--- config.mk ---
export PLATFORM = sky130hd
export DESIGN_NAME = spi_cfg_slave
export DESIGN_NICKNAME = d
export VERILOG_FILES = /design/src/rtl/spi_cfg_pkg.sv /design/src/rtl/spi_cfg_sync.sv /design/src/rtl/spi_cfg_shifter.sv /design/src/rtl/spi_cfg_regs.sv /design/src/rtl/spi_cfg_prescaler.sv /design/src/rtl/spi_cfg_slave.sv
export SDC_FILE = /design/constraint.sdc
export NUM_CORES = 1
export LEC_CHECK = 0
export BUFFER_PORTS_ARGS = -buffer_cell sky130_fd_sc_hd__buf_2
export CAP_MARGIN = 20
export CORE_UTILIZATION = 60
export CTS_BUF_LIST = sky130_fd_sc_hd__clkbuf_4 sky130_fd_sc_hd__clkbuf_8
export DETAILED_ROUTE_END_ITERATION = 10
export HOLD_SLACK_MARGIN = 0.06
export PLACE_DENSITY_LB_ADDON = 0.12
export RECOVER_POWER = 50
export SLEW_MARGIN = 20
export SYNTH_ARGS = -nofsm -noshare
export SYNTH_HDL_FRONTEND = slang
export SYNTH_HIERARCHICAL = 1
export SYNTH_SLANG_ARGS = --single-unit
--- constraint.sdc ---
create_clock -name clk -period 3.6 [get_ports clk]
set_input_delay 0.54 -clock clk [delete_from_list [all_inputs] [get_ports clk]]
set_output_delay 0.54 -clock clk [all_outputs]
set_load 0.05 [all_outputs]
--- src/rtl/spi_cfg_pkg.sv ---
package spi_cfg_pkg;

  localparam int WORD_W   = 8;
  localparam int BPF_W    = 6;
  localparam int GAIN_W   = 6;
  localparam int TC_W     = 5;
  localparam int PRESC_W  = 5;
  localparam int DIVSEL_W = PRESC_W - 1;
  localparam int DIV_W    = 5;
  localparam int CNT_W    = $clog2(WORD_W + 2);

  typedef struct packed {
    logic                sensor;
    logic [BPF_W-1:0]    bpf;
    logic [GAIN_W-1:0]   gain;
    logic [TC_W-1:0]     tc;
    logic [PRESC_W-1:0]  presc;
  } cfg_t;

  typedef enum logic [2:0] {
    TGT_BPF,
    TGT_GAIN,
    TGT_TC,
    TGT_CHAN,
    TGT_PRESC
  } target_e;

  // Field chosen by the top bits of a command word.
  function automatic target_e decode_target(input logic [WORD_W-1:0] w);
    target_e t;
    unique casez (w[WORD_W-1 -: 3])
      3'b00?:  t = TGT_BPF;
      3'b01?:  t = TGT_PRESC;
      3'b10?:  t = TGT_GAIN;
      3'b110:  t = TGT_TC;
      default: t = TGT_CHAN;
    endcase
    return t;
  endfunction

  // Division ratio for each divider code; unlisted codes divide by one.
  function automatic logic [DIV_W-1:0] ratio_of(input logic [DIVSEL_W-1:0] c);
    logic [DIV_W-1:0] r;
    case (c)
      4'd1:    r = 5'd4;
      4'd2:    r = 5'd5;
      4'd3:    r = 5'd6;
      4'd4:    r = 5'd8;
      4'd5:    r = 5'd10;
      4'd6:    r = 5'd12;
      4'd7:    r = 5'd16;
      4'd8:    r = 5'd20;
      4'd9:    r = 5'd24;
      default: r = 5'd1;
    endcase
    return r;
  endfunction

endpackage

--- src/rtl/spi_cfg_sync.sv ---
module spi_cfg_sync #(
  parameter int               WIDTH  = 4,
  parameter int               STAGES = 2,
  parameter logic [WIDTH-1:0] RST_V  = '0
) (
  input  logic             clk,
  input  logic             rst_n,
  input  logic [WIDTH-1:0] d_in,
  output logic [WIDTH-1:0] d_out
);

  logic [WIDTH-1:0] stage_q [STAGES];

  genvar g;
  generate
    for (g = 0; g < STAGES; g++) begin : g_stage
      logic [WIDTH-1:0] src;
      if (g == 0) begin : g_first
        assign src = d_in;
      end else begin : g_next
        assign src = stage_q[g-1];
      end
      always_ff @(posedge clk or negedge rst_n) begin
        if (!rst_n) stage_q[g] <= RST_V;
        else        stage_q[g] <= src;
      end
    end
  endgenerate

  assign d_out = stage_q[STAGES-1];

endmodule

--- src/rtl/spi_cfg_shifter.sv ---
module spi_cfg_shifter
  import spi_cfg_pkg::*;
(
  input  logic              clk,
  input  logic              rst_n,
  input  logic              sck_s,
  input  logic              cs_n_s,
  input  logic              mosi_s,
  input  logic [WORD_W-1:0] echo_word,
  output logic [WORD_W-1:0] rx_word,
  output logic              word_ok,
  output logic              frame_end,
  output logic              miso
);

  localparam logic [CNT_W-1:0] FULL = CNT_W'(WORD_W);
  localparam logic [CNT_W-1:0] OVER = CNT_W'(WORD_W + 1);

  logic              sck_q, cs_n_q;
  logic [WORD_W-1:0] rx_q, rx_d;
  logic [WORD_W-1:0] tx_q, tx_d;
  logic [CNT_W-1:0]  cnt_q, cnt_d;
  logic              sck_fall, frame_start, active;

  assign sck_fall    = sck_q & ~sck_s;
  assign frame_start = cs_n_q & ~cs_n_s;
  assign frame_end   = ~cs_n_q & cs_n_s;
  assign active      = ~cs_n_s;

  always_comb begin
    rx_d  = rx_q;
    tx_d  = tx_q;
    cnt_d = cnt_q;
    if (frame_start) begin
      cnt_d = '0;
      tx_d  = echo_word;
    end else if (active && sck_fall) begin
      rx_d  = {rx_q[WORD_W-2:0], mosi_s};
      tx_d  = {tx_q[WORD_W-2:0], 1'b0};
      cnt_d = (cnt_q == OVER) ? OVER : cnt_q + 1'b1;
    end
  end

  always_ff @(posedge clk or negedge rst_n) begin
    if (!rst_n) begin
      sck_q  <= 1'b0;
      cs_n_q <= 1'b1;
      rx_q   <= '0;
      tx_q   <= '0;
      cnt_q  <= '0;
    end else begin
      sck_q  <= sck_s;
      cs_n_q <= cs_n_s;
      rx_q   <= rx_d;
      tx_q   <= tx_d;
      cnt_q  <= cnt_d;
    end
  end

  assign rx_word = rx_q;
  assign word_ok = frame_end && (cnt_q == FULL);
  assign miso    = tx_q[WORD_W-1];

endmodule

--- src/rtl/spi_cfg_regs.sv ---
module spi_cfg_regs
  import spi_cfg_pkg::*;
(
  input  logic              clk,
  input  logic              rst_n,
  input  logic              load,
  input  logic [WORD_W-1:0] word,
  output cfg_t              cfg,
  output logic [WORD_W-1:0] last_word
);

  cfg_t              cfg_q, cfg_d;
  logic [WORD_W-1:0] last_q, last_d;
  target_e           tgt;

  assign tgt = decode_target(word);

  always_comb begin
    cfg_d  = cfg_q;
    last_d = last_q;
    if (load) begin
      last_d = word;
      unique case (tgt)
        TGT_BPF:   cfg_d.bpf    = word[BPF_W-1:0];
        TGT_GAIN:  cfg_d.gain   = word[GAIN_W-1:0];
        TGT_TC:    cfg_d.tc     = word[TC_W-1:0];
        TGT_PRESC: cfg_d.presc  = word[PRESC_W-1:0];
        default:   cfg_d.sensor = word[0];
      endcase
    end
  end

  always_ff @(posedge clk or negedge rst_n) begin
    if (!rst_n) begin
      cfg_q  <= '0;
      last_q <= '0;
    end else if (load) begin
      cfg_q  <= cfg_d;
      last_q <= last_d;
    end
  end

  assign cfg       = cfg_q;
  assign last_word = last_q;

endmodule

--- src/rtl/spi_cfg_prescaler.sv ---
module spi_cfg_prescaler
  import spi_cfg_pkg::*;
(
  input  logic                clk,
  input  logic                rst_n,
  input  logic [DIVSEL_W-1:0] div_sel,
  output logic                clk_en
);

  logic [DIV_W-1:0] ratio;
  logic [DIV_W-1:0] cnt_q, cnt_d;

  assign ratio  = ratio_of(div_sel);
  assign clk_en = (cnt_q >= ratio - 1'b1);

  always_comb begin
    cnt_d = clk_en ? '0 : cnt_q + 1'b1;
  end

  always_ff @(posedge clk or negedge rst_n) begin
    if (!rst_n) cnt_q <= '0;
    else        cnt_q <= cnt_d;
  end

endmodule

--- src/rtl/spi_cfg_slave.sv ---
module spi_cfg_slave
  import spi_cfg_pkg::*;
(
  input  logic               clk,
  input  logic               rst_n,
  input  logic               spi_sck,
  input  logic               spi_cs_n,
  input  logic               spi_mosi,
  input  logic               diag_n,
  output logic               spi_miso,
  output logic               spi_miso_oe,
  output logic               sensor_sel,
  output logic [BPF_W-1:0]   bpf_code,
  output logic [GAIN_W-1:0]  gain_code,
  output logic [TC_W-1:0]    tc_code,
  output logic [PRESC_W-1:0] presc_code,
  output logic               sc_clk_en
);

  localparam int SYNC_W = 4;

  logic [SYNC_W-1:0] pins_s;
  logic              sck_s, cs_n_s, mosi_s, diag_n_s;
  logic [WORD_W-1:0] rx_word, last_word;
  logic              word_ok, frame_end;
  cfg_t              cfg;

  spi_cfg_sync #(
    .WIDTH (SYNC_W),
    .STAGES(2),
    .RST_V (4'b1010)
  ) u_sync (
    .clk  (clk),
    .rst_n(rst_n),
    .d_in ({diag_n, spi_sck, spi_cs_n, spi_mosi}),
    .d_out(pins_s)
  );

  assign {diag_n_s, sck_s, cs_n_s, mosi_s} = pins_s;

  spi_cfg_shifter u_shift (
    .clk      (clk),
    .rst_n    (rst_n),
    .sck_s    (sck_s),
    .cs_n_s   (cs_n_s),
    .mosi_s   (mosi_s),
    .echo_word(last_word),
    .rx_word  (rx_word),
    .word_ok  (word_ok),
    .frame_end(frame_end),
    .miso     (spi_miso)
  );

  spi_cfg_regs u_regs (
    .clk      (clk),
    .rst_n    (rst_n),
    .load     (word_ok),
    .word     (rx_word),
    .cfg      (cfg),
    .last_word(last_word)
  );

  spi_cfg_prescaler u_presc (
    .clk    (clk),
    .rst_n  (rst_n),
    .div_sel(cfg.presc[PRESC_W-1:1]),
    .clk_en (sc_clk_en)
  );

  // Precedence: diagnostic pin, then disable bit, then chip select.
  always_comb begin
    if (!diag_n_s)         spi_miso_oe = 1'b1;
    else if (cfg.presc[0]) spi_miso_oe = 1'b0;
    else                   spi_miso_oe = ~cs_n_s;
  end

  assign sensor_sel = cfg.sensor;
  assign bpf_code   = cfg.bpf;
  assign gain_code  = cfg.gain;
  assign tc_code    = cfg.tc;
  assign presc_code = cfg.presc;

endmodule

* Word level (Yosys, flattened, before mapping)
Memory sizes are Yosys's and may differ from the RTL's. Cells that the tools add are included.
Word-level totals: flip-flop bits (word level) 66, ROM bits 80, output and inout port bits 26, memories 1
Operators by class: $add $sub $neg 3, order comparisons 1, equal/unequal tests 8, muxes and demuxes 9, bitwise operators 8, reductions and logical operators 12
Memories:
- (no name shown) | depth 16, width 5, rd ports 1, clocked after memory_dff 0, wr ports 0, RTL line spi_cfg_pkg.sv:44 | case (c)
Operators by type and width (count):
- $mux 8 | 2
- $mux 4 | 3
- $pmux 3 s4 | 1
- $reduce_and 2->1 | 6
- $eq 4x4->1 const B | 2
- $eq 3x3->1 const B | 2
- $add 5x1->5 const B | 1
- $ge 5x5->1 | 1
- $mux 5 | 1
- $not 1->1 | 5
- $sub 5x1->5 const B | 1
- $add 4x1->4 const B | 1
- $reduce_or 4->1 | 1
- $and 1x1->1 | 3
- $eq 3x1->1 const B | 1
- $eq 3x2->1 const B | 1
- $logic_not 3->1 | 1
- $eq 2x1->1 const B | 1
- $eq 2x2->1 const B | 1
- $logic_and 1x1->1 | 2
- $logic_not 2->1 | 1
- $mux 1 | 2
- $reduce_bool 2->1 | 1

* Depth between registers and ports, before layout
word-level depth 6, depth in mapped cells 9, depth with buffers taken out 8

* Modules after synthesis
Netlist, hierarchy kept.
By module, submodules not included:
- spi_cfg_regs | times used 1, cells an instance 68, area an instance 1184.9 µm², seq. area each 775.7 µm²
- spi_cfg_shifter | times used 1, cells an instance 79, area an instance 980.9 µm², seq. area each 551.8 µm²
- spi_cfg_prescaler | times used 1, cells an instance 47, area an instance 457.9 µm², seq. area each 125.1 µm²
- spi_cfg_sync | times used 1, cells an instance 8, area an instance 205.2 µm², seq. area each 205.2 µm²
- spi_cfg_slave | times used 1, cells an instance 1, area an instance 5.0 µm², seq. area each 0.0 µm²

* Least setup slack after synthesis
No wires, ideal clock.
path kind reg2out, start register u_regs.cfg_q (netlist bit u_regs/cfg[1]), end output port sc_clk_en, arrival 2794 ps, required time 3060 ps, setup slack 266 ps, cell stages (with the launch flop) 10, path buffers 1, cells stage by stage dfrtp_1 -> inv_1 -> or3_1 -> ha_1 -> a21o_2 -> a221oi_1 -> ha_1 -> and3_1 -> clkbuf_1 -> a21o_1
On the way: longest elaborated chain between the ends 3
Ends and longest elaborated chain:
- start, declared | RTL line spi_cfg_regs.sv:12 | cfg_t cfg_q, cfg_d;
- start signal, assigned | RTL line spi_cfg_regs.sv:38 | cfg_q <= cfg_d;
- $mem_v2 16x5
- $sub 5x1->5 | RTL line spi_cfg_prescaler.sv:14 | assign clk_en = (cnt_q >= ratio - 1'b1);
- $ge 5x5->1 | RTL line spi_cfg_prescaler.sv:14
- end, declared | RTL line spi_cfg_slave.sv:17 | output logic sc_clk_en
No other way between the ends.

* Worst setup path after layout
start register u_regs.cfg_q (netlist bit u_regs/cfg[3]), end output port sc_clk_en
Same word-level chain as after synthesis.

==> results.yml <==
power_and_ir_drop:
  p_leak_nw: 1.591
  pwr_density_cell_nw_per_um2: 468.8
  clock_power_share: 0.416
  power_frac_seq: 0.545
  p_comb_frac: 0.039
  netSwitchingPower_mw: 0.3749
  intPower_mw: 1.138
  peakVddDrop_mv: 0.3276
  power_mw: 1.513
  switching_share: 0.2479
finish:
  layout.nets: 254
  final_core_util: 0.7261
  syn_to_final_growth_pct: 13.86
  drive_gt1_frac: 0.4268
  finalNonFillerCells: 298
  antenna-diode-count: 0
  final_cell_area_um2: 3227
  fillers: 319
sta:
  max-slew-margin-rel: -0.3430
  min_period_ns: 3.481
  timing.final.ws_setup_ns: 0.1195
  rsz0062_at_grt: "false"
  slew_viol_final: 39
  worst_slew_pin_slew_ns: 2.014
  finalClockSkew_ns: 0.006858
  period_share: 0.9668
  hold_viol: 0
  fmax_mhz: 287.3
  fin_hold_ws_ns: 0.2889
  finalSetupTns_ns: 0
  setup_viol_count_final: 0
logic_synthesis:
  synthArstFlopShare: 1.000
  synth_top_area_share: 0.5386
  yosys.area.top_type: "dfrtp_1"
  syn_avg_cell_area_um2: 13.96
  syn_nets: 216
  synth_ff_type: "dfrtp_1"
  synth_edf_count: 0
  seq_area_frac_synth: 0.5850
  synth-seq-cells: 66
  synthTopCellsByCount: "dfrtp_1, mux2_2, inv_1"
  synth.area.top_cells: "dfrtp_1, mux2_2, dfstp_2"
  synth_area_um2: 2834
  yosysMostFrequentCell: "dfrtp_1"
  syn_inst: 203
  synth_cell_types: 47
  yosysWarnings: 6
critical_path:
  cpMaxStageDelayCell: "dfrtp_2"
  critPathTopFamily: "compound AO/OA/AOI/OAI gates"
  worstPathArrival_ns: 2.94
  cp-end-kind: "primary output"
  cpPeakStageDelay_ns: 0.46
  path_buf_inv: 1
  start_kind: "flip-flop"
  cp_max_fo: 8
  critPathKind: "flip-flop to primary output"
  cp_cell_sequence: "xnor2_1, or3_1, ha_2, a21o_2, a221oi_1, ha_1, and3_2, a21o_1, clkbuf_4"
  cp_data_required_time_ns: 3.06
run_status:
  violations: "capacitance limit, slew limit"
  outcome: "complete, but fails checks"
route:
  wl_um: 5179
  wl_per_cell_um: 17.38
  dr.pass1.iters: 4
  avgViaCountPerCell: 5.963
  drtAntennaViolNets: 0
  drtIter0Drc: 136
  drc: 0
  vias: 1777
placement:
  pre_cts_slack_ns: 0.4374
  dp_hpwl_um: 3427
  io_buffers: 31
  place_inst: 282
  placed_area_um2: 3027
  place.gp.congestion: 0.7378
cts:
  cts_setup_buffers: 0
  cts_tree: "yes"
  cts_max_level: 3
  clock-root-buffer: "clkbuf_8"
  clkTransAtPathRegs_ns: 0.07
  cts_max_path_buffers: 2
  hold_buffers: 0
  cts-buffers-inserted: 9
  clock_sinks: 66
  insertion_delay_ns: 0.34
  cts_resized: 0
min_path:
  worstHoldPathType: "input pin to flip-flop"
floorplanning:
  io_pins: 32
  die_h_um: 70.73
  rows: 24
  dieWidth_um: 70.73
  initial_utilization: 0.6377
  dieArea_um2: 5002
  core_um2: 4444
global_route:
  grt_pass1_wl_um: 8707
  grt_max_degree: 39
  antenna_found_initial: 0
  grt_pass1_vias: 1815
  track_usage: 0.2335
  overflow: 0
job:
  drv_cap: 1
-- power by group through the flow --
stage	clock network, mW	registers, mW	logic, mW
finish	0.629	0.825	0.0593
global route	0.670	0.832	0.0650
floorplan	0	0.811	0.0461
CTS	0.639	0.827	0.0606
detailed placement	0	0.840	0.0602
global placement	0	0.836	0.0558
-- cells in the final DEF (no fill, tap or decap), types with 3 or more instances in the layout --
master    instances
a211oi_1          5
a21o_1            5
a22oi_1           7
buf_2            29
clkbuf_8         10
dfrtp_1          57
dfrtp_2           4
dfstp_2           4
ha_1              6
inv_1            12
mux2_2           39
nand2b_1          3
nand3_1           3
nor2b_1           3
o21ai_0          10
xor2_1            3
-- worst register-to-register path, delay by kind of cell (launching register included) --
kind	cells	cell delay (ns)
xor gates and xnor gates	1	0.15
DFF	1	0.46
AOI/OAI and AO/OA	3	0.85
adders and majority gates	2	0.52
and+or+nand+nor	2	0.57
-- sequential cells by signal, summed over array words and instances, names as in the netlist --
signal / cells
u_regs/last_word: 8
u_shift/tx_q: 8
u_shift/rx_word: 8
u_shift/sck_q: 1
u_shift/cs_n_q: 1
u_shift/cnt_q: 4
u_presc/cnt_q: 5
u_sync/g_stage.src: 4
u_sync/d_out: 4
u_regs/cfg: 23
-- layout make-up --
type	count	area [um2]	share of cell area
clock buffers	10	137.6	0.04265
clock inverters	6	65.06	0.02016
inverters	12	45.04	0.01396
multi-input cells	118	1079	0.3342
flip-flops and latches	66	1663	0.5153
well taps	52	65.06	0.02016
repair buffers	34	172.7	0.05351
-- kinds of logic (layout without fill, tap and decap cells) --
group / after synthesis / after routing / synth area share
flip-flops: 66 / 66 / 0.5850
AO/OA/AOI/OAI: 41 / 41 / 0.1069
multiplexers: 39 / 39 / 0.1550
AND/OR/NAND/NOR: 26 / 26 / 0.07109
buffers and inverters: 19 / 62 / 0.03576
adder cells (fa/ha/maj): 7 / 7 / 0.03090
XOR/XNOR: 5 / 5 / 0.01546
-- path summary, 6_finish.rpt --
kind	startpoint	endpoint	slack [ns]	cells after the start
setup / recovery	u_regs/cfg[3]	sc_clk_en	0.12	9
hold / removal	diag_n	u_sync/g_stage[1].src[3]	0.29	1
setup reg to reg	u_regs/cfg[3]	u_presc/cnt_q[0]	0.94	8
hold reg to reg	u_sync/g_stage[1].src[2]	u_sync/d_out[2]	0.35	0
max in group asynchronous	rst_n	u_regs/last_word[3]	1.26	2
min in group asynchronous	rst_n	u_presc/cnt_q[3]	0.77	1
-- metal layers --
layer | wire (um) | vias up | track usage
met5 | 0 | - | 0
met4 | 140 | 0 | 0.1511
met3 | 186 | 13 | 0.04986
met2 | 2576 | 45 | 0.3611
met1 | 2275 | 907 | 0.3019
li1 | - | 812 | -
Note: power is estimated with default switching activity, not from simulation.
